===== src/rtl/iqinv_pkg.sv =====
package iqinv_pkg;
  typedef enum logic [2:0] {
    S_WAIT = 3'd0,
    S_TRY0 = 3'd1,
    S_TRY1 = 3'd2,
    S_DONE = 3'd3,
    S_FAIL = 3'd4
  } srch_state_t;

  localparam logic [1:0] TX_UNKNOWN  = 2'b00;
  localparam logic [1:0] TX_STRAIGHT = 2'b01;
  localparam logic [1:0] TX_INVERTED = 2'b10;
endpackage


===== src/rtl/iqswap_stage.sv =====
module iqswap_stage #(
  parameter int DW = 8
) (
  input  logic          clk,
  input  logic          rst_n,
  input  logic          sel,
  input  logic          in_valid,
  output logic          in_ready,
  input  logic [DW-1:0] in_i,
  input  logic [DW-1:0] in_q,
  output logic          out_valid,
  input  logic          out_ready,
  output logic [DW-1:0] out_i,
  output logic [DW-1:0] out_q
);
  assign in_ready = !out_valid || out_ready;

  always_ff @(posedge clk or negedge rst_n) begin
    if (!rst_n) begin
      out_valid <= 1'b0;
      out_i     <= '0;
      out_q     <= '0;
    end else if (in_ready) begin
      out_valid <= in_valid;
      if (in_valid) begin
        out_i <= sel ? in_q : in_i;
        out_q <= sel ? in_i : in_q;
      end
    end
  end

  // exchanged or straight sample according to the select at acceptance
  p_xchg_r2: assert property (@(posedge clk) disable iff (!rst_n)
    (in_valid && in_ready) |=> out_valid &&
      out_i == ($past(sel) ? $past(in_q) : $past(in_i)) &&
      out_q == ($past(sel) ? $past(in_i) : $past(in_q)));

  // a stalled sample is held unchanged
  p_hold_r3: assert property (@(posedge clk) disable iff (!rst_n)
    (out_valid && !out_ready) |=> out_valid && $stable(out_i) && $stable(out_q));
endmodule


===== src/rtl/iqinv_search.sv =====
module iqinv_search
  import iqinv_pkg::*;
#(
  parameter int CNT_W = 16
) (
  input  logic             clk,
  input  logic             rst_n,
  input  logic [1:0]       tx_mode,
  input  logic [CNT_W-1:0] trial_len,
  input  logic             carrier_lock,
  input  logic             fec_lock,
  output logic             post_swap,
  output logic             busy,
  output logic             done,
  output logic             fail
);
  srch_state_t      state, state_nxt;
  logic [CNT_W-1:0] cnt, cnt_nxt, trial_last;
  logic             win, win_nxt, mode_known;

  assign trial_last = (trial_len == '0) ? '0 : trial_len - CNT_W'(1);
  assign mode_known = (tx_mode == TX_STRAIGHT) || (tx_mode == TX_INVERTED);

  always_comb begin
    state_nxt = state;
    cnt_nxt   = cnt;
    win_nxt   = win;
    if (mode_known || !carrier_lock) begin
      state_nxt = S_WAIT;
      cnt_nxt   = '0;
    end else begin
      unique case (state)
        S_WAIT: begin
          state_nxt = S_TRY0;
          cnt_nxt   = '0;
        end
        S_TRY0: begin
          if (fec_lock) begin
            state_nxt = S_DONE;
            win_nxt   = 1'b0;
          end else if (cnt == trial_last) begin
            state_nxt = S_TRY1;
            cnt_nxt   = '0;
          end else begin
            cnt_nxt = cnt + CNT_W'(1);
          end
        end
        S_TRY1: begin
          if (fec_lock) begin
            state_nxt = S_DONE;
            win_nxt   = 1'b1;
          end else if (cnt == trial_last) begin
            state_nxt = S_FAIL;
            cnt_nxt   = '0;
          end else begin
            cnt_nxt = cnt + CNT_W'(1);
          end
        end
        S_DONE: if (!fec_lock) state_nxt = S_WAIT;
        S_FAIL: state_nxt = S_FAIL;
        default: state_nxt = S_WAIT;
      endcase
    end
  end

  always_ff @(posedge clk or negedge rst_n) begin
    if (!rst_n) begin
      state <= S_WAIT;
      cnt   <= '0;
      win   <= 1'b0;
    end else begin
      state <= state_nxt;
      cnt   <= cnt_nxt;
      win   <= win_nxt;
    end
  end

  always_comb begin
    if (tx_mode == TX_INVERTED)      post_swap = 1'b1;
    else if (tx_mode == TX_STRAIGHT) post_swap = 1'b0;
    else post_swap = (state == S_TRY1) || (state == S_DONE && win);
  end

  assign busy = (state == S_TRY0) || (state == S_TRY1);
  assign done = (state == S_DONE);
  assign fail = (state == S_FAIL);

  // carrier loss clears every status flag
  p_abort_r9: assert property (@(posedge clk) disable iff (!rst_n)
    !carrier_lock |=> !(busy || done || fail));
  // status flags never overlap
  p_flags_excl_r10: assert property (@(posedge clk) disable iff (!rst_n)
    $onehot0({busy, done, fail}));
  // known polarity runs no search
  p_known_idle_r4: assert property (@(posedge clk) disable iff (!rst_n)
    mode_known |=> !busy && !done && !fail);
  // a search begins only after carrier lock was seen
  p_start_r5: assert property (@(posedge clk) disable iff (!rst_n)
    $rose(busy) |-> $past(carrier_lock));
  // the inverted trial is only ever entered from the straight trial
  p_order_r6: assert property (@(posedge clk) disable iff (!rst_n)
    (state == S_TRY1 && $past(state) != S_TRY1) |-> $past(state) == S_TRY0);
  // trial counter stays inside the programmed window
  p_cnt_r6: assert property (@(posedge clk) disable iff (!rst_n)
    busy |-> cnt <= trial_last);
endmodule


===== src/rtl/iqinv_ctrl.sv =====
module iqinv_ctrl #(
  parameter int DW    = 8,
  parameter int CNT_W = 16
) (
  input  logic             clk,
  input  logic             rst_n,
  input  logic             cfg_fe_swap,
  input  logic [1:0]       tx_mode,
  input  logic [CNT_W-1:0] trial_len,
  input  logic             carrier_lock,
  input  logic             fec_lock,
  input  logic             pre_in_valid,
  output logic             pre_in_ready,
  input  logic [DW-1:0]    pre_in_i,
  input  logic [DW-1:0]    pre_in_q,
  output logic             pre_out_valid,
  input  logic             pre_out_ready,
  output logic [DW-1:0]    pre_out_i,
  output logic [DW-1:0]    pre_out_q,
  input  logic             post_in_valid,
  output logic             post_in_ready,
  input  logic [DW-1:0]    post_in_i,
  input  logic [DW-1:0]    post_in_q,
  output logic             post_out_valid,
  input  logic             post_out_ready,
  output logic [DW-1:0]    post_out_i,
  output logic [DW-1:0]    post_out_q,
  output logic             pre_swap,
  output logic             post_swap,
  output logic             srch_busy,
  output logic             srch_done,
  output logic             srch_fail
);
  assign pre_swap = cfg_fe_swap;

  iqinv_search #(.CNT_W(CNT_W)) u_search (
    .clk          (clk),
    .rst_n        (rst_n),
    .tx_mode      (tx_mode),
    .trial_len    (trial_len),
    .carrier_lock (carrier_lock),
    .fec_lock     (fec_lock),
    .post_swap    (post_swap),
    .busy         (srch_busy),
    .done         (srch_done),
    .fail         (srch_fail)
  );

  iqswap_stage #(.DW(DW)) u_pre (
    .clk       (clk),
    .rst_n     (rst_n),
    .sel       (pre_swap),
    .in_valid  (pre_in_valid),
    .in_ready  (pre_in_ready),
    .in_i      (pre_in_i),
    .in_q      (pre_in_q),
    .out_valid (pre_out_valid),
    .out_ready (pre_out_ready),
    .out_i     (pre_out_i),
    .out_q     (pre_out_q)
  );

  iqswap_stage #(.DW(DW)) u_post (
    .clk       (clk),
    .rst_n     (rst_n),
    .sel       (post_swap),
    .in_valid  (post_in_valid),
    .in_ready  (post_in_ready),
    .in_i      (post_in_i),
    .in_q      (post_in_q),
    .out_valid (post_out_valid),
    .out_ready (post_out_ready),
    .out_i     (post_out_i),
    .out_q     (post_out_q)
  );
endmodule


===== config.mk =====
export PLATFORM = sky130hd
export DESIGN_NAME = iqinv_ctrl
export DESIGN_NICKNAME = d
export VERILOG_FILES = /design/src/rtl/iqinv_pkg.sv /design/src/rtl/iqswap_stage.sv /design/src/rtl/iqinv_search.sv /design/src/rtl/iqinv_ctrl.sv
export SDC_FILE = /design/constraint.sdc
export NUM_CORES = 1
export LEC_CHECK = 0
export BUFFER_PORTS_ARGS = -buffer_cell sky130_fd_sc_hd__buf_2
export CELL_PAD_IN_SITES_DETAIL_PLACEMENT = 0
export CELL_PAD_IN_SITES_GLOBAL_PLACEMENT = 1
export CORE_ASPECT_RATIO = 1.4
export CORE_UTILIZATION = 42
export DETAILED_ROUTE_END_ITERATION = 10
export PLACE_DENSITY_LB_ADDON = 0.15
export RECOVER_POWER = 100
export SYNTH_ARGS = -nofsm -noshare
export SYNTH_HDL_FRONTEND = slang
export SYNTH_SLANG_ARGS = --single-unit

===== constraint.sdc =====
create_clock -name clk -period 5.2 [get_ports clk]
set_input_delay 0.26 -clock clk [delete_from_list [all_inputs] [get_ports clk]]
set_output_delay 0.26 -clock clk [all_outputs]
set_load 0.005 [all_outputs]

Yosys cells after proc, flatten, opt, wreduce, memory -nomap -nowiden
Cells that the tools add are included.
- bitwise gates (word level): 1
- multiplexer cells: 21
- add/sub/neg operators: 2
- reduce and logical (&&, ||, !) cells: 20
- eq/ne operators: 13
- operators with widths (operator ; number):
    2-to-1 mux 16 bit ; 4
    2-to-1 mux 8 bit ; 4
    case mux 16 bit (2 select lines) ; 1
    2-to-1 mux 3 bit ; 6
    adder 16 x 1 -> 16 bit, second input constant ; 1
    equality test 16 bit ; 1
    zero test 16 bit ; 1
    subtractor 16 x 1 -> 16 bit, second input constant ; 1
    case mux 3 bit (5 select lines) ; 1
    inequality test 4 x 2 -> 1 bit, second input constant ; 2
    equality test 3 x 2 -> 1 bit, second input constant ; 2
    logical OR 1 bit ; 6
    inequality test 3 x 2 -> 1 bit, second input constant ; 2
    AND reduction 2 bit ; 3
    2-to-1 mux 1 bit ; 4
    inequality test 2 bit, second input constant ; 2
    AND reduction 4 bit ; 1
    equality test 3 x 1 -> 1 bit, second input constant ; 1
    equality test 3 bit, second input constant ; 1
    zero test 1 bit ; 3
    zero test 3 bit ; 1
    AND reduction 3 bit ; 1
    nonzero test 3 bit ; 1
    equality test 2 x 1 -> 1 bit, second input constant ; 1
    6 further kinds ; 6
- bits of input ports: 59
- output and inout port bits: 41
- register bits: 54

Depth between registers and ports, before layout
- depth after elaboration: 7
- gate-level depth with buffers: 11

Modules after synthesis
Synthesis repeated with hierarchy kept, for this count alone.
- cells, all modules: 408
- area total of the unflattened synthesis: 3851.2 sq um
- modules (own cells, without submodules) (module ; area each (sq um) ; cells an instance ; seq. area each (sq um) ; instances):
    iqinv_search ; 2104.5 ; 253 ; 500.5 ; 1
    iqswap_stage ; 869.6 ; 77 ; 425.4 ; 2
    iqinv_ctrl ; 7.5 ; 1 ; 0.0 ; 1

Least setup slack after synthesis
Ideal clock, no wire load.
- path type: input port to flip-flop
- from: input port trial_len[5]
- to: register u_search.state[2]
- cell stages on the path: 9
- library setup time: 107 ps
- data arrival time: 2917 ps
- setup slack: 2176 ps
- buffers on the path: 1
- required time: 5093 ps
- cells stage by stage: clkbuf_1 -> or4_4 -> or4_4 -> or4_1 -> nand3_1 -> o311ai_1 -> a2111o_1 -> and2_4 -> a2111oi_4
- longest elaborated chain between the ends: 5
- elaborated cells on any way between the ends: 7
- ends and longest elaborated chain (element ; RTL line ; text):
    from (decl) ; iqinv_ctrl.sv:9 ; input logic [CNT_W-1:0] trial_len,
    subtractor 16 x 1 -> 16 bit / zero test 16 bit (equally long branches) ; iqinv_search.sv:21 ; assign trial_last = (trial_len == '0) ? '0 : trial_len - CNT_W'(1);
    2-to-1 mux 16 bit * ; iqinv_search.sv:21 ;
    equality test 16 bit * ; iqinv_search.sv:41, iqinv_search.sv:52 ;
    inequality test 4 x 2 -> 1 bit (no source line) ; n/a ;
    AND reduction 3 bit (no source line) * ; n/a ;
    to (signal assigned) ; iqinv_search.sv:72 ; state <= state_nxt;
    to (decl) ; iqinv_search.sv:17 ; srch_state_t state, state_nxt;
Every way passes the cells marked *; elsewhere a longest branch is shown, timed or not.
A chain may end at the register's enable or synchronous reset.

Final worst setup path
- from: input port trial_len[2]
- to: register u_search.cnt[11]
- longest elaborated chain between the ends: 7
- elaborated cells on any way between the ends: 8
- ends and longest elaborated chain (element ; RTL line ; text):
    subtractor 16 x 1 -> 16 bit / zero test 16 bit (equally long branches) ; iqinv_search.sv:21 ;
    2-to-1 mux 16 bit * ; iqinv_search.sv:21 ;
    equality test 16 bit * ; iqinv_search.sv:41, iqinv_search.sv:52 ;
    2-to-1 mux 16 bit * ; iqinv_search.sv:41, iqinv_search.sv:52 ;
    2-to-1 mux 16 bit * ; iqinv_search.sv:49 ; if (fec_lock) begin
    case mux 16 bit (2 select lines) * ; iqinv_search.sv:32 ; unique case (state)
    2-to-1 mux 16 bit * ; iqinv_search.sv:28 ; if (mode_known || !carrier_lock) begin
    to (signal assigned) ; iqinv_search.sv:73 ; cnt <= cnt_nxt;
    to (decl) ; iqinv_search.sv:18 ; logic [CNT_W-1:0] cnt, cnt_nxt, trial_last;
Every way passes the cells marked *; elsewhere a longest branch is shown, timed or not. The select of a mux whose other input is x is not followed.

==> results.json <==
{
  "skew_ns": 0.003567,
  "start_util_pct": 44.07,
  "clk_latency_ns": 0.31,
  "syn_area_per_cell_um2": 8.887,
  "cp-end-kind": "flop",
  "rsz0062_at_grt": "false",
  "ant_nets": 0,
  "power_density_nw_per_um2": 230.6,
  "pre_cts_slack_ns": 1.718,
  "netlist_area_um2": 3457,
  "synthArstFlopShare_pct": 100.0,
  "avgViaCountPerCell": 5.417,
  "ir_worst_vdd_uv": 199.2,
  "area_delta_synth_final_pct": 16.25,
  "status": "finished with violations",
  "crit_type": "input port to flop",
  "routedWlPerCell_um": 14.48,
  "grt_pass1_vias": 3123,
  "setup_viol": 0,
  "violations": "max-capacitance violations, max-slew violations",
  "netlist.top_cell.by_area": "dfrtp_1",
  "final_net_count": 537,
  "clkSlewWorstSetupHoldPaths_ns": 0.09,
  "rows": 38,
  "clockRootBuffer": "clkbuf_8",
  "yosys.area_share.simple_pct": 22.87,
  "hp-class": "input port to flop",
  "slew_headroom_pct": -91.86,
  "max_clock_freq_mhz": 277.5,
  "cts_setup_buffers": 0,
  "hpwlAfterDp_mm": 6.454,
  "synthMuxAreaShare_pct": 10.13,
  "die_w_um": 78.68,
  "die_h_um": 109.4,
  "final_hold_viol_count": 0,
  "synth_cells": 389,
  "synthTopCellsByArea": "dfrtp_1 (39%), mux2i_1 (10%), o21ai_0 (5.9%), nand2_1 (5.3%), xnor2_1 (5.3%)",
  "synth-main-ff-cell": "dfrtp_1",
  "syn-num-nets": 452,
  "finalCriticalPeriod_ns": 3.604,
  "drtIter0Drc": 87,
  "synthAdderAreaFrac_pct": 1.737,
  "synth_cell_types": 59,
  "yosysSeqAreaShare_pct": 39.09,
  "cts.repair.resized": 0,
  "drive_gt1_share_pct": 18.11,
  "overflow": 0,
  "min_period_over_period_pct": 69.30,
  "n_antenna_cell": 0,
  "cp_max_fo": 14,
  "grt_pass1_wl_mm": 13.81,
  "finalPower_w": 0.0009266,
  "slew_violations": 73,
  "final.setup.worst_slack_ns": 1.596,
  "pin_count": 100,
  "gp_congestion": 0.9293,
  "grtUsageTotal_pct": 20.55,
  "required_ns": 5.36,
  "layout_common_cells": "buf_2 (71), dfrtp_1 (54), nand2_1 (49), o21ai_0 (41)",
  "ys_ff_latch": 54,
  "ctsHoldBuffers": 0,
  "num_vias": 3115,
  "drc": 0,
  "synth_compound_area_share_pct": 15.27,
  "cts-buffers-inserted": 5,
  "drv_cap": 2,
  "synth_warnings": 0,
  "postPlaceCellArea_um2": 3996,
  "arrival_ns": 3.77,
  "core_area_um2": 7845,
  "clk_path_buf_depth": 2,
  "synth_top_family_by_area": "simple AND/OR/NAND/NOR gates",
  "leakagePower_nw": 1.834,
  "h-tree-depth": 2,
  "synth_top_area_share_pct": 39.09,
  "layout_commonest_cell": "buf_2",
  "whs_ns": 0.1498,
  "synth_edf_count": 0,
  "grt_max_degree": 55,
  "grt_antenna_before_repair": 0,
  "fin_area_um2": 4019,
  "synthXorXnorAreaFrac_pct": 6.840,
  "crit_path_start_kind": "input port",
  "cts_tree": "done",
  "io_buffers": 99,
  "finalSetupTns_ns": 0,
  "clkSinkCount": 54,
  "die_area_um2": 8603,
  "routed_wl_mm": 8.328,
  "worst_slew_pin_slew_ns": 2.878,
  "dr.pass1.iters": 4
}
==> Yosys cell counts (2+ instances only) <==
| master | n |
|---|---|
| nor3b_1 | 2 |
| nand3_1 | 9 |
| a211oi_1 | 3 |
| or2_2 | 2 |
| o31ai_1 | 5 |
| buf_4 | 2 |
| dfrtp_1 | 54 |
| clkbuf_1 | 18 |
| o21ai_0 | 41 |
| nor2b_1 | 3 |
| o211ai_1 | 2 |
| or4_4 | 2 |
| nand2_1 | 49 |
| nor4_1 | 8 |
| and3_1 | 5 |
| nor3_1 | 7 |
| nor4b_1 | 2 |
| nand4_1 | 4 |
| mux2i_1 | 35 |
| inv_1 | 13 |
| and4_1 | 3 |
| a2111oi_0 | 2 |
| xor2_1 | 6 |
| a21oi_1 | 4 |
| xnor2_1 | 21 |
| or3_1 | 3 |
| or4_1 | 6 |
| ha_1 | 4 |
| nand2b_1 | 8 |
| nor2_1 | 35 |
| a21o_1 | 3 |
==> final cells by class <==
class	instances	area, um2
tap	100	125.1
inverter	13	48.80
timing repair buffer	100	466.7
multi-input combinational	300	1933
sequential	54	1351
fill	820	3826
clock buffer	5	68.82
clock inverter	3	25.02
==> per-layer routing <==
| metal | global-route usage, % | up-vias | wire [um] |
|---|---|---|---|
| met3 | 3.651 | 19 | 370 |
| met1 | 22.66 | 1451 | 3404 |
| li1 | - | 1557 | - |
| met5 | 0 | - | 0 |
| met2 | 36.52 | 88 | 4283 |
| met4 | 12.57 | 0 | 270 |
==> worst max-delay path, cell delays in order <==
cell and delay, ns:
clkbuf_1 0.13, or4_1 0.68, or4_1 0.61, or4_1 0.49, nand3_1 0.13, o311ai_1 0.11, a2111o_1 0.41, a21oi_1 0.81
nor2_1 0.12
==> state kept, by name (all words and copies together), names as in the netlist <==
signal            count
u_pre.out_i           8
u_pre.out_q           8
u_post.out_q          8
u_post.out_i          8
u_search.cnt         16
u_search.win          1
u_post.out_valid      1
u_pre.out_valid       1
u_search.state        3
==> per-stage QoR <==
stage	instances	util (%)
after detailed placement	567	50.94
after CTS	575	52.14
final	575	51.23
after floorplan	389	-
after global placement	567	50.94
after global routing	575	51.23
==> final timing paths <==
kind | start | endpoint | slack, ns | depth (start not counted)
max | trial_len[2] | u_search.cnt[11]$_DFFE_PN0P_ | 1.60 | 9
min | pre_in_valid | u_pre.out_valid$_DFFE_PN0N_ | 0.15 | 2
max reg2reg | u_search.cnt[7]$_DFFE_PN0P_ | u_search.cnt[11]$_DFFE_PN0P_ | 2.14 | 7
min reg2reg | u_pre.out_q[1]$_DFFE_PN0P_ | u_pre.out_q[1]$_DFFE_PN0P_ | 0.48 | 2
max in group asynchronous | rst_n | u_search.cnt[15]$_DFFE_PN0P_ | 2.61 | 2
min in group asynchronous | rst_n | u_post.out_valid$_DFFE_PN0N_ | 0.96 | 2
==> cell families (layout without fill, tap and decap cells) <==
family,after synthesis,in the layout
compound gates,79,79
xor+xnor,27,27
fa+ha+maj,5,5
buf+inv,35,121
flops,54,54
mux,35,35
simple gates,154,154
==> power breakdown <==
group          total, W  switching, W  internal, W
combinational  0.000202      0.000113    0.0000890
sequential     0.000489     0.0000263     0.000463
clock          0.000236      0.000139    0.0000973
(Power assumes the default switching activity.)
